### src/rtl/wpl_pkg.sv
// Shared types for the write-protect lock controller.
// Assumes an 8-bit control register with the protection bits in the top three positions.
package wpl_pkg;

    localparam int NUM_CNT = 3;

    typedef enum logic [1:0] {
        CMD_ROM    = 2'd0,
        CMD_RD_PAD = 2'd1,
        CMD_RD_MEM = 2'd2,
        CMD_OTHER  = 2'd3
    } cmd_class_e;

    typedef struct packed {
        logic [NUM_CNT-1:0] lock;   // bit7 cycle, bit6 interval, bit5 clock
        logic               ro;     // bit4
        logic               dsel;   // bit3
        logic               autom;  // bit2
        logic               run;    // bit1
        logic               osc;    // bit0
    } ctrl_t;

endpackage

### src/rtl/wpl_commit_seq.sv
// Counts consecutive accepted copies to the control address and flags the
// copy that may load the protection bits. It also holds the accepted flag.
// Assumes COMMITS_REQ >= 2 and a one-cycle copy strobe.
module wpl_commit_seq
    import wpl_pkg::*;
#(
    parameter int ADDR_W      = 6,
    parameter int CTRL_ADDR   = 25,
    parameter int COMMITS_REQ = 3
) (
    input  logic               clk,
    input  logic               rst_n,
    input  logic               stb_i,
    input  logic [ADDR_W-1:0]  addr_i,
    input  logic               auth_ok_i,
    input  logic               aa_i,
    input  logic [NUM_CNT-1:0] lock_stage_i,
    input  logic               locked_i,
    output logic               ctrl_wr_o,
    output logic               lock_apply_o,
    output logic               aa_flag_o
);

    localparam int SEQ_W = $clog2(COMMITS_REQ + 1);
    localparam logic [SEQ_W-1:0]  LAST_STEP = SEQ_W'(COMMITS_REQ - 1);
    localparam logic [ADDR_W-1:0] CTRL_A    = ADDR_W'(CTRL_ADDR);

    logic [SEQ_W-1:0]   seq_q;
    logic [NUM_CNT-1:0] prev_q;
    logic               aa_q;
    logic               hit, seq_idle, aa_ok, same;

    // Decode whether this strobe is an acceptable copy to the control register.
    always_comb begin
        hit          = stb_i && auth_ok_i && (addr_i == CTRL_A);
        seq_idle     = (seq_q == '0);
        aa_ok        = seq_idle || aa_i;
        same         = (lock_stage_i == prev_q);
        ctrl_wr_o    = hit && aa_ok;
        lock_apply_o = ctrl_wr_o && !locked_i && !seq_idle && same
                       && (seq_q == LAST_STEP);
    end

    // Advance, restart or clear the commit sequence on each strobe.
    always_ff @(posedge clk) begin
        if (!rst_n) begin
            seq_q  <= '0;
            prev_q <= '0;
        end else if (stb_i) begin
            if (!hit || locked_i || !aa_ok) begin
                seq_q <= '0;
            end else if (seq_idle || !same) begin
                seq_q  <= SEQ_W'(1);
                prev_q <= lock_stage_i;
            end else if (lock_apply_o) begin
                seq_q <= '0;
            end else begin
                seq_q <= seq_q + SEQ_W'(1);
            end
        end
    end

    // Raise the accepted flag on the first copy that passes authorization.
    always_ff @(posedge clk) begin
        if (!rst_n) begin
            aa_q <= 1'b0;
        end else if (stb_i && auth_ok_i) begin
            aa_q <= 1'b1;
        end
    end

    assign aa_flag_o = aa_q;

endmodule

### src/rtl/wpl_ctrl_reg.sv
// Holds the control register and applies the lock rules: it freezes the
// protected fields, lets the oscillator bit only rise and holds stop/start at zero.
// Assumes ctrl_wr_i and lock_apply_i come from wpl_commit_seq in the same cycle.
module wpl_ctrl_reg
    import wpl_pkg::*;
(
    input  logic  clk,
    input  logic  rst_n,
    input  logic  ctrl_wr_i,
    input  logic  lock_apply_i,
    input  ctrl_t staged_i,
    output ctrl_t ctrl_o,
    output logic  locked_o
);

    ctrl_t q, d;

    // Next-state rules for the control register.
    always_comb begin
        d = q;
        if (ctrl_wr_i) begin
            if (locked_o) begin
                d.osc = q.osc | staged_i.osc;
                d.run = 1'b0;
            end else begin
                d.osc   = staged_i.osc;
                d.run   = staged_i.run;
                d.autom = staged_i.autom;
                d.dsel  = staged_i.dsel;
                d.ro    = staged_i.ro;
                if (lock_apply_i) begin
                    d.lock = staged_i.lock;
                    d.run  = staged_i.run & ~(|staged_i.lock);
                end
            end
        end
    end

    // Register the control byte.
    always_ff @(posedge clk) begin
        if (!rst_n) begin
            q <= '0;
        end else begin
            q <= d;
        end
    end

    assign ctrl_o   = q;
    assign locked_o = |q.lock;

endmodule

### src/rtl/wpl_expiry.sv
// Tracks the sticky expired state and gates the command class.
// Assumes lock_i and ro_i come from the registered control byte.
module wpl_expiry
    import wpl_pkg::*;
(
    input  logic               clk,
    input  logic               rst_n,
    input  logic [NUM_CNT-1:0] lock_i,
    input  logic [NUM_CNT-1:0] alarm_i,
    input  logic               ro_i,
    input  logic [1:0]         cmd_class_i,
    output logic               expired_o,
    output logic               permit_o
);

    logic expired_q;

    // Latch expiration when any protected counter raises its alarm.
    always_ff @(posedge clk) begin
        if (!rst_n) begin
            expired_q <= 1'b0;
        end else if (|(lock_i & alarm_i)) begin
            expired_q <= 1'b1;
        end
    end

    // Decide whether the presented command class may run.
    always_comb begin
        if (!expired_q) begin
            permit_o = 1'b1;
        end else begin
            case (cmd_class_e'(cmd_class_i))
                CMD_ROM:              permit_o = 1'b1;
                CMD_RD_PAD, CMD_RD_MEM: permit_o = ro_i;
                default:              permit_o = 1'b0;
            endcase
        end
    end

    assign expired_o = expired_q;

endmodule

### src/rtl/wpl_lock_ctrl.sv
// Top of the write-protect lock controller. It ties together the commit sequencer,
// the control register and the expiry logic, and derives a write-enable
// mask for each counter and its alarm.
// Assumes copy strobes are decoded one-cycle pulses.
module wpl_lock_ctrl
    import wpl_pkg::*;
#(
    parameter int ADDR_W      = 6,
    parameter int CTRL_ADDR   = 25,
    parameter int COMMITS_REQ = 3
) (
    input  logic               clk,
    input  logic               rst_n,
    input  logic               copy_stb_i,
    input  logic [ADDR_W-1:0]  copy_addr_i,
    input  logic               copy_auth_ok_i,
    input  logic               copy_aa_i,
    input  logic [7:0]         copy_ctrl_i,
    input  logic [NUM_CNT-1:0] alarm_i,
    input  logic [1:0]         cmd_class_i,
    output logic [NUM_CNT-1:0] cnt_wr_en_o,
    output logic [NUM_CNT-1:0] alm_wr_en_o,
    output logic [7:0]         ctrl_o,
    output logic               auth_acc_o,
    output logic               expired_o,
    output logic               cmd_permit_o
);

    ctrl_t staged, ctrl_q;
    logic  ctrl_wr, lock_apply, locked;

    assign staged = ctrl_t'(copy_ctrl_i);

    wpl_commit_seq #(
        .ADDR_W      (ADDR_W),
        .CTRL_ADDR   (CTRL_ADDR),
        .COMMITS_REQ (COMMITS_REQ)
    ) u_seq (
        .clk          (clk),
        .rst_n        (rst_n),
        .stb_i        (copy_stb_i),
        .addr_i       (copy_addr_i),
        .auth_ok_i    (copy_auth_ok_i),
        .aa_i         (copy_aa_i),
        .lock_stage_i (staged.lock),
        .locked_i     (locked),
        .ctrl_wr_o    (ctrl_wr),
        .lock_apply_o (lock_apply),
        .aa_flag_o    (auth_acc_o)
    );

    wpl_ctrl_reg u_reg (
        .clk          (clk),
        .rst_n        (rst_n),
        .ctrl_wr_i    (ctrl_wr),
        .lock_apply_i (lock_apply),
        .staged_i     (staged),
        .ctrl_o       (ctrl_q),
        .locked_o     (locked)
    );

    wpl_expiry u_exp (
        .clk         (clk),
        .rst_n       (rst_n),
        .lock_i      (ctrl_q.lock),
        .alarm_i     (alarm_i),
        .ro_i        (ctrl_q.ro),
        .cmd_class_i (cmd_class_i),
        .expired_o   (expired_o),
        .permit_o    (cmd_permit_o)
    );

    // One write-enable pair per counter, each dropped by its own protection bit.
    for (genvar i = 0; i < NUM_CNT; i++) begin : g_mask
        assign cnt_wr_en_o[i] = ~ctrl_q.lock[i];
        assign alm_wr_en_o[i] = ~ctrl_q.lock[i];
    end

    assign ctrl_o = ctrl_q;

endmodule

### config.mk
export PLATFORM = sky130hd
export DESIGN_NAME = wpl_lock_ctrl
export DESIGN_NICKNAME = d
export VERILOG_FILES = /design/src/rtl/wpl_pkg.sv /design/src/rtl/wpl_commit_seq.sv /design/src/rtl/wpl_ctrl_reg.sv /design/src/rtl/wpl_expiry.sv /design/src/rtl/wpl_lock_ctrl.sv
export SDC_FILE = /design/constraint.sdc
export NUM_CORES = 1
export LEC_CHECK = 0
export BUFFER_PORTS_ARGS = -buffer_cell sky130_fd_sc_hd__buf_4
export CAP_MARGIN = 5
export CELL_PAD_IN_SITES_DETAIL_PLACEMENT = 0
export CELL_PAD_IN_SITES_GLOBAL_PLACEMENT = 1
export CORE_ASPECT_RATIO = 0.5
export CORE_MARGIN = 4
export CORE_UTILIZATION = 25
export CTS_BUF_LIST = sky130_fd_sc_hd__clkbuf_2 sky130_fd_sc_hd__clkbuf_4 sky130_fd_sc_hd__clkbuf_8
export DETAILED_ROUTE_END_ITERATION = 10
export PLACE_DENSITY = 0.66
export SYNTH_ARGS = -nofsm -noshare
export SYNTH_HDL_FRONTEND = slang
export SYNTH_SLANG_ARGS = --single-unit
### constraint.sdc
create_clock -name clk -period 2.1 [get_ports clk]
set_input_delay 0.42 -clock clk [delete_from_list [all_inputs] [get_ports clk]]
set_output_delay 0.42 -clock clk [all_outputs]
set_load 0.005 [all_outputs]
# Word-level counts from Yosys, hierarchy flattened
# Index checks and enable logic that the tools add are counted.
# totals
inputBits	24
ff_bits	15
# op_classes
n_mux	7
n_reduce_logical	25
n_bitwise	9
n_addsub	1
eq_ne	5
# op_table
operator	count
$reduce_or 3->1	3
$mux 2	4
$logic_and 1x1->1	7
$eq 6x5->1 const B	1
$not 1->1	6
$reduce_and 3->1	2
$logic_not 1->1	5
$eq 2x2->1 const B	2
$logic_not 2->1	2
$logic_or 1x1->1	4
$and 3x3->3	1
$eq 3x3->1	1
$add 2x1->2 const B	1
$eq 2x1->1 const B	1
$mux 1	2
$pmux 1 s2	1
$reduce_and 2->1	1
$reduce_or 2->1	1
$and 1x1->1	1
$or 1x1->1	1

# Logic depth before layout (Yosys ltp)
# Gate-level depths: netlist (run 1).
# depth
ltp_word	10
mapped_depth	5

# Modules after synthesis
# A second synthesis (run 1) with hierarchy kept.
# hier_totals
cells_unflattened	89
hier_area_um2	820.8
# by_module_without_submodules
module	n_inst	seq_area_each_um2	cells_per_inst	area_each_um2
wpl_commit_seq	1	120.1	35	364.1
wpl_ctrl_reg	1	160.2	38	340.3
wpl_expiry	1	20.0	10	82.6
wpl_lock_ctrl	1	0.0	6	33.8

# Worst setup path before layout (run 1)
# No wires, ideal clock.
# synth_timing
path_kind	input-to-reg
from	in copy_addr_i[5]
to	reg u_reg.q, in the netlist u_reg.ctrl_o[5]
stages	5
path_slack_ns	0.734
required_ns	2.033
path_buffers	1
arrival_time_ns	1.299
path_cell_list	and4bb_2 o2111a_1 buf_6 nand4_4 o21ai_2
# synth_via
elab_chain_cells	8
# synth_rtl
element	line_no	source
start: declaration	wpl_lock_ctrl.sv:15	input logic [ADDR_W-1:0] copy_addr_i,
$eq 6x5->1 (*)	wpl_commit_seq.sv:35	hit = stb_i && auth_ok_i && (addr_i == CTRL_A);
$logic_and 1x1->1 (*)	wpl_commit_seq.sv:35	
$logic_and 1x1->1 (*)	wpl_commit_seq.sv:39	ctrl_wr_o = hit && aa_ok;
$logic_and 1x1->1 (3 in series)	wpl_commit_seq.sv:40	lock_apply_o = ctrl_wr_o && !locked_i && !seq_idle && same
$logic_and 1x1->1	wpl_commit_seq.sv:41	&& (seq_q == LAST_STEP);
$reduce_and 3->1 (no source line) (*)	--	
end signal: assignment	wpl_ctrl_reg.sv:42	q <= '0;
end signal: assignment	wpl_ctrl_reg.sv:44	q <= d;
end: declaration	wpl_ctrl_reg.sv:16	ctrl_t q, d;
# Every way passes the cells marked *; elsewhere a longest branch is shown, timed or not.
# A chain may end at the register's enable or synchronous reset.

# Final worst setup path (run 1)
# layout_timing
from	in cmd_class_i[0]
to	out cmd_permit_o
# layout_via
elab_chain_cells	4
elab_cells_between_ends	6
classes_between	2 x eq/ne; 2 x mux; 2 x reduce/logical
# layout_rtl
element	line_no	source
start: declaration	wpl_lock_ctrl.sv:20	input logic [1:0] cmd_class_i,
$eq 2x1->1 or $eq 2x2->1 (tied branches)	wpl_expiry.sv:32	case (cmd_class_e'(cmd_class_i))
$reduce_or 2->1	wpl_expiry.sv:32	
$pmux 1 s2 (*)	wpl_expiry.sv:32	
$mux 1 (*)	wpl_expiry.sv:29	if (!expired_q) begin
end: declaration	wpl_lock_ctrl.sv:26	output logic cmd_permit_o
# Marks and branches as above.

==> results of run 1 <==
-- worst max-delay path, delay by kind of cell --
kind / cells / cell delay, ps
adders and majority gates: 1 / 280
buffers and inverters: 3 / 250
AOI/OAI and AO/OA: 2 / 220
-- where the power goes --
| group | leakage [nW] | switching (W) | internal [W] |
|---|---|---|---|
| Combinational | 0.332 | 0.0000248 | 0.0000392 |
| Sequential | 0.121 | 0.000000846 | 0.000286 |
| Clock | 0.0262 | 0.000102 | 0.000147 |
| Total | 0.479 | 0.000127 | 0.000473 |
-- cells by family after synthesis --
| group | Yosys count | synth area share |
|---|---|---|
| compound gates | 23 | 0.229 |
| xor+xnor | 3 | 0.0320 |
| fa+ha+maj | 2 | 0.0305 |
| buf+inv | 12 | 0.0838 |
| flops | 15 | 0.366 |
| simple gates | 34 | 0.259 |
-- layer usage --
| layer | GRT usage | wire, um |
|---|---|---|
| met1 | 0.118 | 827 |
| met2 | 0.150 | 967 |
| met3 | 0.0322 | 124 |
| met4 | 0.0371 | 23 |
| met5 | 0 | 0 |
-- flip-flops by register name, indices dropped and copies added, names as in the netlist --
signal and count:
u_reg.ctrl_o 8, u_seq.prev_q 3, u_seq.seq_q 2, u_exp.expired_o 1
u_seq.aa_flag_o 1
-- area by class of cell --
class	instances	area, um^2	share of cell area
repair buffers	40	300	0.257
inverters	5	18.8	0.0160
well taps	40	50.0	0.0428
flip-flops and latches	15	300	0.257
clock buffers	4	48.8	0.0417
multi-input cells	62	452	0.386
-- per-stage QoR --
step | setup WS [ps] | instances
3_5_place_dp | 361 | 162
2_1_floorplan | 734 | 89
4_1_cts | 498 | 166
6_report | 509 | 166
3_3_place_gp | 409 | 162
5_1_grt | 464 | 166
-- final timing paths --
path	from	endpoint	slack [ps]	depth (start not counted)
max	cmd_class_i[0]	cmd_permit_o	510	6
min	copy_ctrl_i[3]	u_reg.ctrl_o[3]	420	3
max reg2reg	u_reg.ctrl_o[7]	u_reg.ctrl_o[6]	600	4
min reg2reg	u_reg.ctrl_o[3]	u_reg.ctrl_o[3]	450	2
-- cells in the final DEF (no fill, tap or decap), types with 2 or more instances in the layout --
master	n
buf_4	40
nand2_1	19
dfxtp_1	15
a21boi_1	7
inv_1	5
a21oi_1	3
xnor2_1	3
o21ai_2	3
clkbuf_8	3
o21ai_0	2
nand3_1	2
a22oi_1	2
nor2b_1	2
ha_1	2
==> results.md, run 1 <==
- Final #Nets: 153
- Die area: 4320 um^2
- CP max stage cell: ha_1
- Antenna viol nets, final: 0
- Vias in the first global route: 693
- Clock transition at path regs: 60 ps
- Syn_nets: 115
- 1st-iter DRT viols: 8
- Fmax: 0.629 GHz
- CTS Root Cell: clkbuf_8
- Max Slew Vio Count: 0
- Tot Pwr: 0.000600 W
- Hold WC Path Type: in2reg
- Status: complete, no violations
- Top cell type's share of synthesized area: 0.366
- Proportion of layout cells with a drive suffix above 1: 0.429
- Post_cts resized: 0
- Post-synth top flop: dfxtp_1
- IO buf count: 40
- Fin util: 0.382
- Die Width: 89.0 um
- Mean routed wirelength per cell: 11.7 um
- Final Critical Period: 1590 ps
- Max incr delay on CP: 280 ps
- Final Instance Area: 1170 um^2
- Sequential area share after synthesis: 0.366
- First-pass GRT wire length: 3190 um
- Core ar.: 3070 um^2
- Final Hold Viols: 0
- Num rows: 14
- Unrepaired setup endpoints after global routing: false
- CP Class: in2out
- Clock latency at the later pin of the worst-skew pair: 250 ps
- Critical Path Most Common Cell: buf_4
- CTS Buf Count: 3
- CTS tree: done
- Post-synth EDFFs: 0
- Clk buf depth: 2
- CTS HTree Levels: 1
- CP Cell Sequence: buf_4, inv_1, ha_1, a21oi_1, o21ai_0, buf_4
- Max FO, Critical Path: 2
- Remaining Overflow, GRT: 0
- VDD IR max: 0.149 mV
- DP Area: 1120 um^2
- WHS: 423 ps
- DRC: 0
- Die Span Y: 48.5 um
- Clock skew: 4.03 ps
- Dpl hpwl: 1530 um
- Post-Route WL: 1940 um
- Top Ports: 41
- Largest net degree at the start of global routing: 20
- Slew @ Worst Pin: 390 ps
- Area Growth Syn to Fin: 42.5%
- Final period util: 0.758
- Synth Warn #: 0
- Initial core utilization: 0.268
- Yosys top cell by area: dfxtp_1
- Area contributors post-synth: dfxtp_1, nand2_1, a21boi_1
- Setup tns final: 0 ps
- RePlAce Congestion: 0.737
- Worst EP required: 1680 ps
- Synth Instances: 89
- Clock sinks: 15
- P_leak: 0.479 nW
- Hold_buf cts: 0
- Data arrival time of the critical path: 1170 ps
- Setup Viol. Count Final: 0
- # diodes: 0
- PwrDens: 513 nW/um^2
- Drt pass-1 iters: 2
- Vias/cell: 4.39
- Synth Cell Area: 821 um^2
- Synth unique cells: 33
- Post-synthesis register bit count: 15
- Top cells by count, synth: nand2_1, dfxtp_1, a21boi_1, inv_1, buf_4
- Fillers: 325
- Via count: 728
- Slew HR: 0.740
- Crit start category: primary input
- Max Cap Viol: 0
- Synth async-reset ratio: 0
- Initial antenna violation count: 0
- Mean post-synth cell area: 9.22 um^2
- Setup bufs post-CTS: 0
- Crit end category: output port
- Most frequent cell after synthesis: nand2_1
- Total GRT Usage: 0.0948
Power figures use the tool's default switching activity.
==> run 2: changes to the inputs <==
- clock period: 2.1 -> 1.65 ns (I/O delays scaled with it)
==> run 2 against run 1 <==
Clock skew is 2.0 ps lower. Hold slack worse by 89 ps. Sequential power is 27% higher. Clock power is 27% higher. Worst setup slack worse by 270 ps. Sequential share of layout area is 0.90 points lower. Critical endpoint unchanged. Largest cell class unchanged. Highest routed layer unchanged.
==> results.md, run 2 (same netlist as run 1, synthesis figures left out) <==
- Vias in the first global route: 713 (+2.9%)
- CTS HTree Levels: 1 (unchanged)
- Final #Nets: 157 (+2.6%)
- CTS Buf Count: 3 (unchanged)
- Clk buf depth: 2 (unchanged)
- Clock sinks: 15 (unchanged)
- RePlAce Congestion: 0.675 (-8.3%)
- Antenna viol nets, final: 0 (unchanged)
- Die area: 4320 um^2 (unchanged)
- Worst EP required: 1320 ps (-360 ps)
- VDD IR max: 0.287 mV (+93%)
- Dpl ws: 169 ps (-191 ps)
- Die Width: 89.0 um (unchanged)
- Remaining Overflow, GRT: 0 (unchanged)
- Largest net degree at the start of global routing: 20 (unchanged)
- Top Ports: 41 (unchanged)
- Num rows: 14 (unchanged)
- Via count: 743 (+2.1%)
- DRC: 0 (unchanged)
- Setup bufs post-CTS: 0 (unchanged)
- CTS Root Cell: clkbuf_8
- Die Span Y: 48.5 um (unchanged)
- First-pass GRT wire length: 3280 um (+2.8%)
- Mean routed wirelength per cell: 11.9 um (+2.0%)
- Crit start category: primary input
- Dpl hpwl: 1640 um (+7.3%)
- Initial antenna violation count: 0 (unchanged)
- 1st-iter DRT viols: 9 (+1)
- Slew HR: 0.751 (+0.0108)
- Drt pass-1 iters: 4 (+2)
- Vias/cell: 4.37 (-0.34%)
- PwrDens: 634 nW/um^2 (+24%)
- Initial core utilization: 0.268 (unchanged)
- Most common cell after layout, fill and taps aside: buf_4
- CP Class: in2out
- # diodes: 0 (unchanged)
- Fmax: 0.707 GHz
- Core ar.: 3070 um^2 (unchanged)
- Fillers: 318 (-2.2%)
- P_leak: 0.501 nW (+4.6%)
- Setup tns final: 0 ps (unchanged)
- Hold WC Path Type: in2reg
- IO buf count: 40 (unchanged)
- Slew @ Worst Pin: 368 ps (-21.4 ps)
- Clock transition at path regs: 60 ps (about the same)
- Final Critical Period: 1410 ps
- Data arrival time of the critical path: 1080 ps (-90 ps)
- Hold_buf cts: 0 (unchanged)
- Final Hold Viols: 0 (unchanged)
- Proportion of layout cells with a drive suffix above 1: 0.446 (+0.0176)
- Hold Crit Depth: 3 (unchanged)
- Status: complete, no violations
- Final worst slack: 236 ps (-273 ps)
- R2R cell count: 5 (+1)
- Max FO, Critical Path: 2 (unchanged)
- Crit end category: output port
- Unrepaired setup endpoints after global routing: false
- CTS tree: done
- Setup Viol. Count Final: 0 (unchanged)
- Max FFs per register: 8 (unchanged)
- Post_cts resized: 0 (unchanged)
- Post-Route WL: 2030 um (+4.5%)
- Final period util: 0.857
- Max Slew Vio Count: 0 (unchanged)
- Commonest cells after routing, fill and taps aside: buf_4, nand2_1, dfxtp_1
- Max Cap Viol: 0 (unchanged)
- Area Growth Syn to Fin: 47.7%
- Clock skew: 2.03 ps (-2.00 ps)
- Clock latency at the later pin of the worst-skew pair: 250 ps (about the same)
- Total GRT Usage: 0.0959 (+0.00108)
==> run 2: stage by stage <==
step	total power [W]	hold slack (ps)	utilization	std cells	instance area (um^2)
after global placement	0.000461	452	0.380	166	1160
after global routing	0.000801	334	0.396	170	1210
after floorplan	0.000402	443	-	89	821
after CTS	0.000783	331	0.396	170	1210
final	0.000769	334	0.396	170	1210
after detailed placement	0.000461	455	0.380	166	1160
==> run 2: worst max-delay path, cell delays in order <==
cell	delay [ps]
buf_4	80
inv_1	30
ha_1	270
a21oi_1	150
o21ai_0	80
buf_4	140
==> run 2: layout make-up <==
class,count,area [um^2],share of cell area
clock buffers,4,48.8,0.0402
well taps,40,50.0,0.0413
inverters,5,18.8,0.0155
flip-flops and latches,15,300,0.248
repair buffers,44,343,0.283
multi-input cells,62,452,0.373
==> run 2: where the power goes <==
group	switching (W)	internal (W)
logic	0.0000332	0.0000532
registers	0.00000105	0.000364
clock network	0.000130	0.000187
total	0.000164	0.000605
==> run 2: routing by layer <==
layer,global-route usage,up-vias,part of all wire
met1,0.120,337,0.46
li1,-,391,-
met2,0.154,13,0.48
met4,0.0297,0,0.0099
met5,0,-,0
met3,0.0339,2,0.052
==> run 2: path summary, 6_finish.rpt <==
check | slack, ps | to | start
worst min register to register | 460 | u_reg.ctrl_o[2] | u_reg.ctrl_o[2]
worst max-delay path | 240 | cmd_permit_o | cmd_class_i[0]
worst max register to register | 320 | u_reg.ctrl_o[7] | u_reg.ctrl_o[7]
worst min-delay path | 330 | u_reg.ctrl_o[4] | copy_ctrl_i[4]
==> run 3: changes to the inputs <==
- CORE_MARGIN: 4 -> 2
==> run 3 against run 2 <==
Sequential cell count stayed put. Sequential share of layout area is 0.42 points higher. Utilization is 0.65 points lower. Via count is 0.67% lower. Critical endpoint is now u_reg.ctrl_o[2].
==> results.md, run 3 (same netlist as run 1, synthesis figures left out) <==
- Reg2Reg Setup Slack: 170 ps (-150 ps)
- Hold_buf cts: 0 (unchanged)
- Reg-to-Reg Start: u_reg.ctrl_o[7]
- Num rows: 14 (unchanged)
- Vias/cell: 4.37 (about the same)
- R2R cell count: 5 (unchanged)
- Clock transition at path regs: 60 ps (about the same)
- CP Class: reg2reg
- Clock latency at the later pin of the worst-skew pair: 250 ps (about the same)
- Total GRT Usage: 0.104 (+0.00835)
- Max Slew Vio Count: 0 (unchanged)
- RePlAce Congestion: 0.680 (+0.62%)
- First-pass GRT wire length: 3040 um (-7.2%)
- Post_cts resized: 0 (unchanged)
- Max Cap Viol: 0 (unchanged)
- Data arrival time of the critical path: 1660 ps (+580 ps)
- Commonest cells after routing, fill and taps aside: buf_4, nand2_1, dfxtp_1
- Setup tns final: 0 ps (unchanged)
- CP Cell Sequence: nor3_4, o2111a_1, buf_4, nand2_1, a21boi_1
- Final Instance Area: 1190 um^2 (-1.7%)
- Max FO, Critical Path: 7 (+5)
- Hold_sp: copy_ctrl_i[4]
- Vias in the first global route: 645 (-9.5%)
- Max FFs per register: 8 (unchanged)
- Final Hold Viols: 0 (unchanged)
- CTS HTree Levels: 1 (unchanged)
- Initial antenna violation count: 0 (unchanged)
- Met3 Use GR: 0.0429 (+0.00901)
- Antenna viol nets, final: 0 (unchanged)
- PwrDens: 642 nW/um^2 (+1.2%)
- Post-Route WL: 1860 um (-8.3%)
- Top Ports: 41 (unchanged)
- Slew @ Worst Pin: 324 ps (-44.2 ps)
- Die area: 3790 um^2 (-12%)
- Hold WC Path Type: in2reg
- Clk buf depth: 2 (unchanged)
- Proportion of layout cells with a drive suffix above 1: 0.442 (-0.00429)
- IO buf count: 40 (unchanged)
- P_leak: 0.494 nW (-1.5%)
- Clock sinks: 15 (unchanged)
- Status: complete, no violations
- Via count: 738 (-0.67%)
- Hold Crit Depth: 3 (unchanged)
- Met1 Use GR: 0.135 (+0.0148)
- Reg2reg end: u_reg.ctrl_o[2]
- Die Span Y: 44.5 um (-8.2%)
- CTS Root Cell: clkbuf_8
- DP Area: 1140 um^2 (-1.7%)
- Final Critical Period: 1480 ps (+62.9 ps)
- Worst EP required: 1830 ps (+510 ps)
- CTS Buf Count: 3 (unchanged)
- Area Growth Syn to Fin: 45.3%
- CTS tree: done
- Most common cell after layout, fill and taps aside: buf_4
- Unrepaired setup endpoints after global routing: false
- Remaining Overflow, GRT: 0 (unchanged)
- DRC: 0 (unchanged)
- VDD IR max: 0.272 mV (-5.3%)
- 1st-iter DRT viols: 34 (+25)
- Hold endpoint: u_reg.ctrl_o[4]
- Setup Viol. Count Final: 0 (unchanged)
- Clock skew: 4.44 ps (+2.40 ps)
- Setup bufs post-CTS: 0 (unchanged)
- Fmax: 0.677 GHz (-4.3%)
- # diodes: 0 (unchanged)
- Largest net degree at the start of global routing: 20 (unchanged)
- Final period util: 0.895 (+0.0381)
- Initial core utilization: 0.268 (unchanged)
- Final #Nets: 156 (-0.64%)
- Crit end category: flip-flop
- Slew HR: 0.782 (+0.0313)
- Fillers: 322 (+1.3%)
- Max incr delay on CP: 420 ps (+150 ps)
- Die Width: 85.0 um (-4.5%)
- Dpl hpwl: 1480 um (-9.5%)
- Mean routed wirelength per cell: 11.0 um (-7.8%)
- CP max stage cell: o2111a_1
- Drt pass-1 iters: 4 (unchanged)
- Core ar.: 3070 um^2 (unchanged)
- Met2 Usage GRT: 0.158 (+0.00387)
- Crit start category: flip-flop
- GRT Max-Usage Layer: met2
[run 3: cell types whose count changed in the layout (fill, tap and decap cells not counted), sizes merged]
cell and delta:
buf -1
[run 3: through the flow]
stage | hold slack (ps) | utilization | instances | power [W] | setup slack [ps]
final | 334 | 0.389 | 169 | 0.000765 | 173
after global routing | 339 | 0.389 | 169 | 0.000809 | 50.7
after CTS | 332 | 0.389 | 169 | 0.000779 | 163
after detailed placement | 449 | 0.373 | 165 | 0.000459 | 38.2
after global placement | 445 | 0.373 | 165 | 0.000458 | 106
after floorplan | 443 | - | 89 | 0.000402 | 374
[run 3: worst max-delay path: cells and delay by family (launching register included)]
family / cells / cell delay, ps
DFF: 1 / 370
buffers and inverters: 1 / 180
AOI/OAI and AO/OA: 2 / 540
and+or+nand+nor: 2 / 310
[run 3: report_power, final]
group / switching, W / internal [W] / leakage (nW)
Sequential: 0.00000124 / 0.000364 / 0.121
Combinational: 0.0000322 / 0.0000516 / 0.346
Clock: 0.000128 / 0.000187 / 0.0262
[run 3: routing by layer]
layer  vias up  wire [um]  share of wire
met1       333        875           0.47
met5         -          0              0
li1        389          -              -
met4         0         17         0.0091
met2        14        854           0.46
met3         2        113          0.061
[run 3: layout make-up]
class / count / area [um^2] / share of cell area
multi-input cells: 62 / 452 / 0.379
repair buffers: 43 / 323 / 0.271
flip-flops and latches: 15 / 300 / 0.252
well taps: 40 / 50.0 / 0.0420
clock buffers: 4 / 48.8 / 0.0409
inverters: 5 / 18.8 / 0.0157
[run 3: worst max-delay path by stage]
| stage | start | end | slack, ps | cells past startpoint |
|---|---|---|---|---|
| after CTS | u_reg.ctrl_o[7] | u_reg.ctrl_o[2] | 160 | 5 |
| after floorplan | copy_addr_i[5] | u_reg.ctrl_o[5] | 370 | 5 |
| after global placement | copy_ctrl_i[5] | u_reg.ctrl_o[1] | 110 | 5 |
| final | u_reg.ctrl_o[7] | u_reg.ctrl_o[2] | 170 | 5 |
| after global routing | u_reg.ctrl_o[7] | u_reg.ctrl_o[3] | 50 | 5 |
| after detailed placement | copy_addr_i[5] | u_reg.ctrl_o[2] | 40 | 6 |
